$ cat src/rtl/msg_irq_pkg.sv
package msg_irq_pkg;
   // width of the field whose meaning depends on the FIFO mode
   localparam int unsigned REMAP_W   = 8;
   // positions decoded by the FIFO-mode logic
   localparam int unsigned OVF_BIT   = 7;
   localparam int unsigned WARN_BIT  = 6;
   localparam int unsigned AVAIL_BIT = 5;

   typedef struct packed {
      logic ovf;
      logic warn;
      logic avail;
   } fifo_evt_t;
endpackage

$ cat src/rtl/msg_irq_fifo_mon.sv
module msg_irq_fifo_mon
   import msg_irq_pkg::*;
#(
   parameter int unsigned CNT_W    = 3,
   parameter int unsigned WARN_LVL = 4
) (
   input  logic             clk_i,
   input  logic             rst_ni,
   input  logic             fifo_on_i,
   input  logic [CNT_W-1:0] cnt_i,
   input  logic             drop_i,
   input  logic             mb_hit_i,
   output fifo_evt_t        evt_o
);
   localparam logic [CNT_W-1:0] LVL_LO = CNT_W'(WARN_LVL);
   localparam logic [CNT_W-1:0] LVL_HI = CNT_W'(WARN_LVL + 1);

   logic [CNT_W-1:0] cnt_q;

   always_ff @(posedge clk_i or negedge rst_ni) begin
      if (!rst_ni) cnt_q <= '0;
      else         cnt_q <= cnt_i;
   end

   always_comb begin
      evt_o.ovf   = fifo_on_i && drop_i && !mb_hit_i;
      evt_o.warn  = fifo_on_i && (cnt_q == LVL_LO) && (cnt_i == LVL_HI);
      evt_o.avail = fifo_on_i && (cnt_i != '0);
   end


   warn_step_chk: assert property (@(posedge clk_i) disable iff (!rst_ni)
      evt_o.warn |-> (cnt_i > cnt_q));
endmodule

$ cat src/rtl/msg_irq_flag_bank.sv
module msg_irq_flag_bank #(
   parameter int unsigned W = 32
) (
   input  logic         clk_i,
   input  logic         rst_ni,
   input  logic [W-1:0] set_i,
   input  logic [W-1:0] clr_i,
   input  logic [W-1:0] zero_i,
   output logic [W-1:0] flags_o
);
   logic [W-1:0] flags_q;

   for (genvar i = 0; i < W; i++) begin : g_bit
      always_ff @(posedge clk_i or negedge rst_ni) begin
         if (!rst_ni)        flags_q[i] <= 1'b0;
         else if (zero_i[i]) flags_q[i] <= 1'b0;
         else if (set_i[i])  flags_q[i] <= 1'b1;
         else if (clr_i[i])  flags_q[i] <= 1'b0;
      end
   end

   assign flags_o = flags_q;


   set_wins_chk: assert property (@(posedge clk_i) disable iff (!rst_ni)
      (|(set_i & ~zero_i)) |=>
         ((flags_q & $past(set_i & ~zero_i)) == $past(set_i & ~zero_i)));


   zero_clr_chk: assert property (@(posedge clk_i) disable iff (!rst_ni)
      (|zero_i) |=> ((flags_q & $past(zero_i)) == '0));
endmodule

$ cat src/rtl/msg_irq_req.sv
module msg_irq_req #(
   parameter int unsigned W = 32
) (
   input  logic         clk_i,
   input  logic         rst_ni,
   input  logic         mask_wr_i,
   input  logic [W-1:0] mask_wdata_i,
   input  logic [W-1:0] flags_i,
   output logic         irq_o
);
   logic [W-1:0] mask_q;
   logic         irq_q;

   always_ff @(posedge clk_i or negedge rst_ni) begin
      if (!rst_ni) begin
         mask_q <= '0;
         irq_q  <= 1'b0;
      end else begin
         if (mask_wr_i) mask_q <= mask_wdata_i;
         irq_q <= |(flags_i & mask_q);
      end
   end

   assign irq_o = irq_q;


   irq_lag_chk: assert property (@(posedge clk_i) disable iff (!rst_ni)
      irq_q |-> $past(|flags_i));
endmodule

$ cat src/rtl/msg_irq_flags.sv
module msg_irq_flags
   import msg_irq_pkg::*;
#(
   parameter int unsigned NUM_MB   = 32,
   parameter int unsigned CNT_W    = 3,
   parameter int unsigned WARN_LVL = 4
) (
   input  logic              clk_i,
   input  logic              rst_ni,
   input  logic [NUM_MB-1:0] done_i,
   input  logic              mode_wr_i,
   input  logic              mode_wdata_i,
   input  logic [CNT_W-1:0]  fifo_cnt_i,
   input  logic              fifo_drop_i,
   input  logic              fifo_mb_hit_i,
   input  logic              clr_wr_i,
   input  logic [NUM_MB-1:0] clr_wdata_i,
   input  logic              mask_wr_i,
   input  logic [NUM_MB-1:0] mask_wdata_i,
   output logic              fifo_mode_o,
   output logic [NUM_MB-1:0] flags_o,
   output logic              irq_o
);
   localparam logic [NUM_MB-1:0] LOW_MASK = NUM_MB'((64'd1 << REMAP_W) - 64'd1);

   if (NUM_MB < REMAP_W) begin : g_bad_mb
      $error("NUM_MB must cover the remapped byte");
   end
   if ((1 << CNT_W) <= (WARN_LVL + 1)) begin : g_bad_cnt
      $error("CNT_W too narrow for the warning level");
   end

   logic              mode_q;
   logic              mode_chg;
   fifo_evt_t         evt;
   logic [NUM_MB-1:0] set_vec;
   logic [NUM_MB-1:0] clr_vec;
   logic [NUM_MB-1:0] zero_vec;

   always_ff @(posedge clk_i or negedge rst_ni) begin
      if (!rst_ni)        mode_q <= 1'b0;
      else if (mode_wr_i) mode_q <= mode_wdata_i;
   end

   assign mode_chg = mode_wr_i && (mode_wdata_i != mode_q);
   assign clr_vec  = clr_wr_i ? clr_wdata_i : '0;
   assign zero_vec = mode_chg ? LOW_MASK : '0;

   msg_irq_fifo_mon #(
      .CNT_W    (CNT_W),
      .WARN_LVL (WARN_LVL)
   ) u_fifo_mon (
      .clk_i     (clk_i),
      .rst_ni    (rst_ni),
      .fifo_on_i (mode_q),
      .cnt_i     (fifo_cnt_i),
      .drop_i    (fifo_drop_i),
      .mb_hit_i  (fifo_mb_hit_i),
      .evt_o     (evt)
   );

   for (genvar i = 0; i < NUM_MB; i++) begin : g_set
      if (i >= REMAP_W) begin : g_plain
         assign set_vec[i] = done_i[i];
      end else if (i == OVF_BIT) begin : g_ovf
         assign set_vec[i] = mode_q ? evt.ovf : done_i[i];
      end else if (i == WARN_BIT) begin : g_warn
         assign set_vec[i] = mode_q ? evt.warn : done_i[i];
      end else if (i == AVAIL_BIT) begin : g_avail
         // a level source: the clear takes one cycle before it sets again
         assign set_vec[i] = mode_q ? (evt.avail && !clr_vec[i]) : done_i[i];
      end else begin : g_rsvd
         assign set_vec[i] = mode_q ? 1'b0 : done_i[i];
      end
   end

   msg_irq_flag_bank #(
      .W (NUM_MB)
   ) u_bank (
      .clk_i   (clk_i),
      .rst_ni  (rst_ni),
      .set_i   (set_vec),
      .clr_i   (clr_vec),
      .zero_i  (zero_vec),
      .flags_o (flags_o)
   );

   msg_irq_req #(
      .W (NUM_MB)
   ) u_req (
      .clk_i        (clk_i),
      .rst_ni       (rst_ni),
      .mask_wr_i    (mask_wr_i),
      .mask_wdata_i (mask_wdata_i),
      .flags_i      (flags_o),
      .irq_o        (irq_o)
   );

   assign fifo_mode_o = mode_q;


   rsvd_zero_chk: assert property (@(posedge clk_i) disable iff (!rst_ni)
      fifo_mode_o |-> (flags_o[AVAIL_BIT-1:0] == '0));


   ovf_cause_chk: assert property (@(posedge clk_i) disable iff (!rst_ni)
      ($rose(flags_o[OVF_BIT]) && $past(fifo_mode_o))
         |-> $past(fifo_drop_i && !fifo_mb_hit_i));


   warn_cause_chk: assert property (@(posedge clk_i) disable iff (!rst_ni)
      ($rose(flags_o[WARN_BIT]) && $past(fifo_mode_o))
         |-> ($past(fifo_cnt_i) == CNT_W'(WARN_LVL + 1)));


   mode_keep_chk: assert property (@(posedge clk_i) disable iff (!rst_ni)
      (mode_wr_i && (mode_wdata_i == fifo_mode_o)) |=> $stable(fifo_mode_o));
endmodule

$ cat config.mk
export PLATFORM = sky130hd
export DESIGN_NAME = msg_irq_flags
export DESIGN_NICKNAME = d
export VERILOG_FILES = /design/src/rtl/msg_irq_pkg.sv /design/src/rtl/msg_irq_fifo_mon.sv /design/src/rtl/msg_irq_flag_bank.sv /design/src/rtl/msg_irq_req.sv /design/src/rtl/msg_irq_flags.sv
export SDC_FILE = /design/constraint.sdc
export NUM_CORES = 1
export LEC_CHECK = 0
export ABC_AREA = 1
export BUFFER_PORTS_ARGS = -buffer_cell sky130_fd_sc_hd__buf_4
export CAP_MARGIN = 15
export CORE_ASPECT_RATIO = 1.25
export CORE_UTILIZATION = 42
export DETAILED_ROUTE_END_ITERATION = 10
export PLACE_DENSITY = 0.72
export RECOVER_POWER = 25
export SLEW_MARGIN = 0
export SYNTH_ARGS = -nofsm -noshare
export SYNTH_HDL_FRONTEND = slang
export SYNTH_SLANG_ARGS = --single-unit
export TNS_END_PERCENT = 20
$ cat constraint.sdc
create_clock -name clk_i -period 0.8 [get_ports clk_i]
set_input_delay 0.08 -clock clk_i [delete_from_list [all_inputs] [get_ports clk_i]]
set_output_delay 0.08 -clock clk_i [all_outputs]
set_load 0.05 [all_outputs]
==> flow_summary.json, run 1 <==
{
  "status": "finished, violations left",
  "violations": "negative setup slack",
  "ant_nets": 0,
  "cts_made_buffers": 9,
  "hold_violations": 0,
  "fin_ws_ps": -363,
  "finalInstanceArea_mm2": 0.00597,
  "io_buffers": 140,
  "path_class": "register to register",
  "final_max_slew_viol_count": 0,
  "hpwl_um": 5750,
  "num_rows": 34,
  "period_minus_slack_ps": 1160,
  "antenna_found_initial": 0,
  "place_ws_ps": -196,
  "cts.sinks": 69,
  "cp_top_family": "simple AND/OR/NAND/NOR gates",
  "synth-seq-area-share_pct": 57.3,
  "slew-limit-headroom_pct": 70.1,
  "via_count": 3214,
  "cts_tree": "done",
  "die-area_mm2": 0.00752,
  "htree_levels": 3,
  "critPathBufInv": 1,
  "arrival_ps": 1390,
  "rsz0062_at_grt": "true",
  "synth_cell_types": 18,
  "grt.total_usage_pct": 30.1,
  "skew_ps": 9.04,
  "powerDensity_mw_per_mm2": 1740,
  "clk_pin_slew_ps": 70,
  "dr.pass1.iters": 5,
  "syn-instance-count": 271,
  "synth-seq-cells": 69,
  "worst_path_largest_cell_delay_ps": 430,
  "grt_first_pass_wirelength_um": 16800,
  "clockBufferDepth": 2,
  "synth_nets": 378,
  "yosysTopAreaCellShare_pct": 57.3,
  "grt_pass1_vias": 3565,
  "post-route-period-util_pct": 145,
  "cp_max_fo": 2,
  "clock_latency_ps": 350,
  "grt_max_degree": 31,
  "setup_viol": 69,
  "min_path_type": "primary input to register",
  "first_iter_violations": 190,
  "synth-async-reset-ratio_pct": 100,
  "drive_gt1_share_pct": 53.2,
  "ys_top_cells_by_count": "108 x nand2_1, 69 x dfrtp_1, 30 x mux2_4, 24 x a21o_1, 13 x nor2_1",
  "synth.cell_area_mm2": 0.00301,
  "place_congestion": 0.691,
  "ir_drop_v": 0.00117,
  "nNetsFinal": 653,
  "cap_violations": 0,
  "clockRootBuffer": "clkbuf_8",
  "yosysWarnings": 0,
  "yosys.area.top_type": "dfrtp_1",
  "avgSynthCellArea_um2": 11.1,
  "cp.required_ps": 1030,
  "path_cells": "buf_6 -> nand2_2 -> nand2_2 -> nor2_1 -> nand2_1 -> nor2_1 -> nand2_1",
  "worst_slew_pin_slew_ps": 449,
  "n_antenna_cell": 0,
  "io_pins": 141,
  "tns_ps": -14450,
  "worstSetupEndpointType": "register",
  "die_w_um": 77.8,
  "viasPerCell": 5.01,
  "synth_edf_count": 0,
  "syn_to_final_growth_pct": 98.3,
  "core_area_mm2": 0.00693,
  "start_util_pct": 43.5,
  "drc": 0,
  "synth-main-ff-cell": "dfrtp_1",
  "die_h_um": 96.7,
  "p_leak_uw": 0.00295,
  "fill_cells": 335,
  "drt_wl_total_um": 11800,
  "startpoint_type": "register",
  "wl_per_cell_um": 18.4,
  "grt_overflow": 0,
  "synth.most_common_cell": "nand2_1",
  "dpl_cell_area_mm2": 0.00457,
  "yosys-top-cells-area": "dfrtp_1 57%, mux2_4 15%, nand2_1 13%, a21o_1 6.0%, buf_12 2.0%",
  "fmax_mhz": 860,
  "slowest_stage": "dfrtp_2"
}
==> final timing paths <==
path / cells after the start / to / slack, ps / startpoint
worst max register to register: 7 / u_req.irq_o$_DFF_PN0_ / -360 / u_bank.flags_o[0]$_DFFE_PN0P_
worst min register to register: 1 / u_req.mask_q[30]$_DFFE_PN0P_ / 520 / u_req.mask_q[30]$_DFFE_PN0P_
worst min-delay path: 4 / u_bank.flags_o[0]$_DFFE_PN0P_ / 2 / clr_wdata_i[0]
worst max-delay path: 7 / u_req.irq_o$_DFF_PN0_ / -360 / u_bank.flags_o[0]$_DFFE_PN0P_
max in group asynchronous: 3 / u_bank.flags_o[5]$_DFFE_PN0P_ / 70 / rst_ni
min in group asynchronous: 2 / u_req.mask_q[19]$_DFFE_PN0P_ / 200 / rst_ni
==> routing by layer <==
| layer | GRT usage (%) | vias up | share of wire [%] |
|---|---|---|---|
| met4 | 18.7 | 0 | 4.0 |
| met3 | 6.98 | 42 | 6.9 |
| met1 | 29.1 | 1578 | 34 |
| met2 | 56.1 | 161 | 56 |
| li1 | - | 1433 | - |
| met5 | 0 | - | 0 |
==> stage by stage <==
stage | hold WS [ps] | total power [uW] | utilization [%] | cells
after floorplan | -216 | 5280 | - | 271
after global placement | -48.2 | 6390 | 65.9 | 540
after detailed placement | -45.2 | 6440 | 65.9 | 540
after CTS | 1.34 | 10100 | 84.5 | 636
after global routing | 14.4 | 10800 | 86.1 | 641
final | 2.26 | 10400 | 86.1 | 641
==> layout make-up <==
cell class | instances | area [um2] | share of cell area, %
Clock buffer | 9 | 124 | 2.07
Clock inverter | 7 | 90.1 | 1.51
Inverter | 4 | 20.0 | 0.335
Multi-Input combinational cell | 191 | 1220 | 20.4
Sequential cell | 69 | 1770 | 29.6
Tap cell | 90 | 113 | 1.89
Timing Repair Buffer | 271 | 2640 | 44.2
==> tightest hold or removal path: stages <==
cell and delay [ps]:
buf_4 80, nand2_1 40, nand2_1 60, a21oi_1 60
==> sequential cells by signal, indices dropped and copies added, names as in the netlist <==
name,count
u_bank.flags_o,32
u_req.irq_o,1
fifo_mode_o,1
u_req.mask_q,32
u_fifo_mon.cnt_q,3
==> what timing repair did <==
action	CTS	global route
setup endpoints to repair	74	78
gates resized for setup	80	27
pin swaps	18	17
buffers inserted	9	5
hold endpoints to repair	135	0
hold buffers	71	0
==> cells by family after synthesis <==
logic type	after synthesis	share of synthesized area, %
AND/OR/NAND/NOR	124	15.7
flip-flops	69	57.3
multiplexers	32	15.7
buffers and inverters	11	3.36
AO/OA/AOI/OAI	35	7.93
==> power by group <==
group	internal, uW	switching [uW]
Clock	1740	1370
Combinational	1760	1440
Sequential	3830	251
Total	7330	3060
==> layout by cell type (no fill, tap or decap) <==
| cell | count |
|---|---|
| a21boi_0 | 1 |
| a21o_1 | 24 |
| a21oi_1 | 6 |
| a21oi_2 | 1 |
| buf_12 | 7 |
| buf_4 | 115 |
| buf_6 | 56 |
| buf_8 | 18 |
| bufinv_16 | 2 |
| clkbuf_1 | 2 |
| clkbuf_2 | 1 |
| clkbuf_4 | 1 |
| clkbuf_8 | 9 |
| clkinv_2 | 3 |
| clkinvlp_4 | 2 |
| dfrtp_1 | 36 |
| dfrtp_2 | 33 |
| dlygate4sd3_1 | 70 |
| dlymetal6s4s_1 | 1 |
| inv_1 | 3 |
| inv_6 | 1 |
| mux2_2 | 2 |
| mux2_4 | 30 |
| nand2_1 | 99 |
| nand2_2 | 9 |
| nor2_1 | 11 |
| nor2_2 | 2 |
| nor2_4 | 1 |
| nor3_1 | 1 |
| nor3b_1 | 1 |
| o21ai_0 | 1 |
| o21ai_1 | 1 |
| o22ai_1 | 1 |
No activity file was read; power rests on OpenSTA's default activity.
==> inputs of run 2 (changes only) <==
--- a/config.mk
+++ b/config.mk
@@ -9,9 +9,10 @@
 export BUFFER_PORTS_ARGS = -buffer_cell sky130_fd_sc_hd__buf_4
 export CAP_MARGIN = 15
 export CORE_ASPECT_RATIO = 1.25
-export CORE_UTILIZATION = 42
+export CORE_MARGIN = 2
+export CORE_UTILIZATION = 46
 export DETAILED_ROUTE_END_ITERATION = 10
-export PLACE_DENSITY = 0.72
+export PLACE_DENSITY = 0.75
 export RECOVER_POWER = 25
 export SLEW_MARGIN = 0
 export SYNTH_ARGS = -nofsm -noshare
==> constraint.sdc (replaced) <==
create_clock -name clk_i -period 1.2 [get_ports clk_i]
set_input_delay 0.12 -clock clk_i [delete_from_list [all_inputs] [get_ports clk_i]]
set_output_delay 0.12 -clock clk_i [all_outputs]
set_load 0.05 [all_outputs]
==> flow_summary.json, run 2 (synthesis gave the netlist of run 1 again) <==
{
  "status": "completed",
  "drive_gt1_share_pct": 41.5,
  "grt_max_degree": 70,
  "startpoint_type": "register",
  "viasPerCell": 4.74,
  "worst_slew_pin_slew_ps": 607,
  "ant_nets": 0,
  "post-cts-setup-buffers": 0,
  "nNetsFinal": 570,
  "grt_pass1_vias": 2780,
  "rr_worst_depth": 6,
  "clk_pin_slew_ps": 70,
  "hpwl_um": 5250,
  "place_congestion": 0.735,
  "rsz0062_at_grt": "false",
  "wl_per_cell_um": 13.8,
  "dr.pass1.iters": 4,
  "use_met2_pct": 40.1,
  "worst_path_largest_cell_delay_ps": 450,
  "fmax_mhz": 901,
  "setup_viol": 0,
  "grt.total_usage_pct": 22.0,
  "core_area_mm2": 0.00644,
  "post-route-period-util_pct": 92.5,
  "grt_first_pass_wirelength_um": 12500,
  "drt_wl_total_um": 7650,
  "syn_to_final_growth_pct": 59.1,
  "clockBufferDepth": 2,
  "io_pins": 141,
  "p_leak_uw": 0.00243,
  "fin_ws_ps": 90.4,
  "n_antenna_cell": 0,
  "critPathBufInv": 1,
  "via_count": 2629,
  "cts_tree": "done",
  "regToRegStartpoint": "u_bank.flags_o[3]$_DFFE_PN0P_",
  "r2r_slack_ps": 110,
  "io_buffers": 140,
  "arrival_ps": 990,
  "place_ws_ps": 62.5,
  "regArea_mm2": 0.00173,
  "hold_violations": 0,
  "path_cells": "buf_4",
  "cts.sinks": 69,
  "num_rows": 33,
  "cp_max_fo": 7,
  "drc": 0,
  "hold_depth": 2,
  "tns_ps": 0,
  "start_util_pct": 46.8,
  "die_w_um": 76.4,
  "skew_ps": 9.82,
  "slowest_stage": "dfrtp_2",
  "path_class": "register to primary output",
  "die_h_um": 94.5,
  "slew-limit-headroom_pct": 59.5,
  "antenna_found_initial": 0,
  "hp-start": "mask_wdata_i[23]",
  "powerDensity_mw_per_mm2": 1260,
  "cp_top_family": "flip-flops",
  "grt-busiest-layer": "met2",
  "cp.required_ps": 1080,
  "clockRootBuffer": "clkbuf_8",
  "cts_made_buffers": 9,
  "die-area_mm2": 0.00722,
  "met3_usage_pct": 4.78,
  "final_max_slew_viol_count": 0,
  "worstSetupEndpointType": "primary output",
  "ir_drop_v": 0.000694,
  "layout_common_cells": "136 x buf_4, 108 x nand2_1, 68 x dfrtp_1, 44 x dlygate4sd3_1, 30 x mux2_4",
  "first_iter_violations": 75,
  "clock_latency_ps": 340,
  "period_minus_slack_ps": 1110,
  "min_path_type": "primary input to register",
  "htree_levels": 3,
  "mostFrequentLayoutCell": "buf_4",
  "multi_input_area_mm2": 0.00119,
  "met1_usage_pct": 24.8,
  "holdPathEnd": "u_req.mask_q[23]$_DFFE_PN0P_",
  "rr_endpoint": "u_req.irq_o$_DFF_PN0_",
  "cap_violations": 0,
  "fill_cells": 464,
  "grt_overflow": 0
}
## run 2: what timing repair did
item	CTS	global route
gates resized for setup	0	1
hold buffers	44	0
endpoints found under the hold margin	111	0
endpoints found under the setup margin	0	1
## run 2: worst max path at each step
stage               slack [ps]                      startpoint  cells past startpoint                    end
finish                      90         fifo_mode_o$_DFFE_PN0P_                      1            fifo_mode_o
global route                 5   u_bank.flags_o[2]$_DFFE_PN0P_                      6  u_req.irq_o$_DFF_PN0_
floorplan                   70  u_bank.flags_o[27]$_DFFE_PN0P_                      6  u_req.irq_o$_DFF_PN0_
detailed placement          60   u_bank.flags_o[3]$_DFFE_PN0P_                      6  u_req.irq_o$_DFF_PN0_
global placement           150   u_bank.flags_o[2]$_DFFE_PN0P_                      6  u_req.irq_o$_DFF_PN0_
CTS                         40   u_bank.flags_o[3]$_DFFE_PN0P_                      6  u_req.irq_o$_DFF_PN0_
## run 2: layout make-up
cell class                 instances  area share, %
clock buffer                      10           2.87
sequential                        69           36.0
multi-input combinational        191           24.8
inverter                           4          0.313
clock inverter                     6           1.30
timing repair buffer             188           32.4
tap                               87           2.27
## run 2: power by group
group	leakage, uW	total [uW]	internal (uW)	switching [uW]
Clock	0.0000943	1880	1010	869
Combinational	0.00157	1470	732	742
Sequential	0.000768	2680	2530	148
Total	0.00243	6030	4270	1760
## run 2: metal layers
| layer | vias up | share of wire (%) |
|---|---|---|
| met1 | 1251 | 40 |
| met5 | - | 0 |
| li1 | 1266 | - |
| met4 | 0 | 1.7 |
| met3 | 13 | 5.4 |
| met2 | 99 | 53 |
## run 2: metrics by stage
step                      power [uW]  std cells  hold slack (ps)  instance area, um2  util (%)
after floorplan                 3490        271             -176                3010         -
after global placement          4060        495              154                4170      64.7
after detailed placement        4090        495              153                4170      64.7
after CTS                       6090        555           0.0299                4810      74.7
after global routing            6330        555             1.43                4790      74.4
final                           6030        555             19.6                4790      74.4
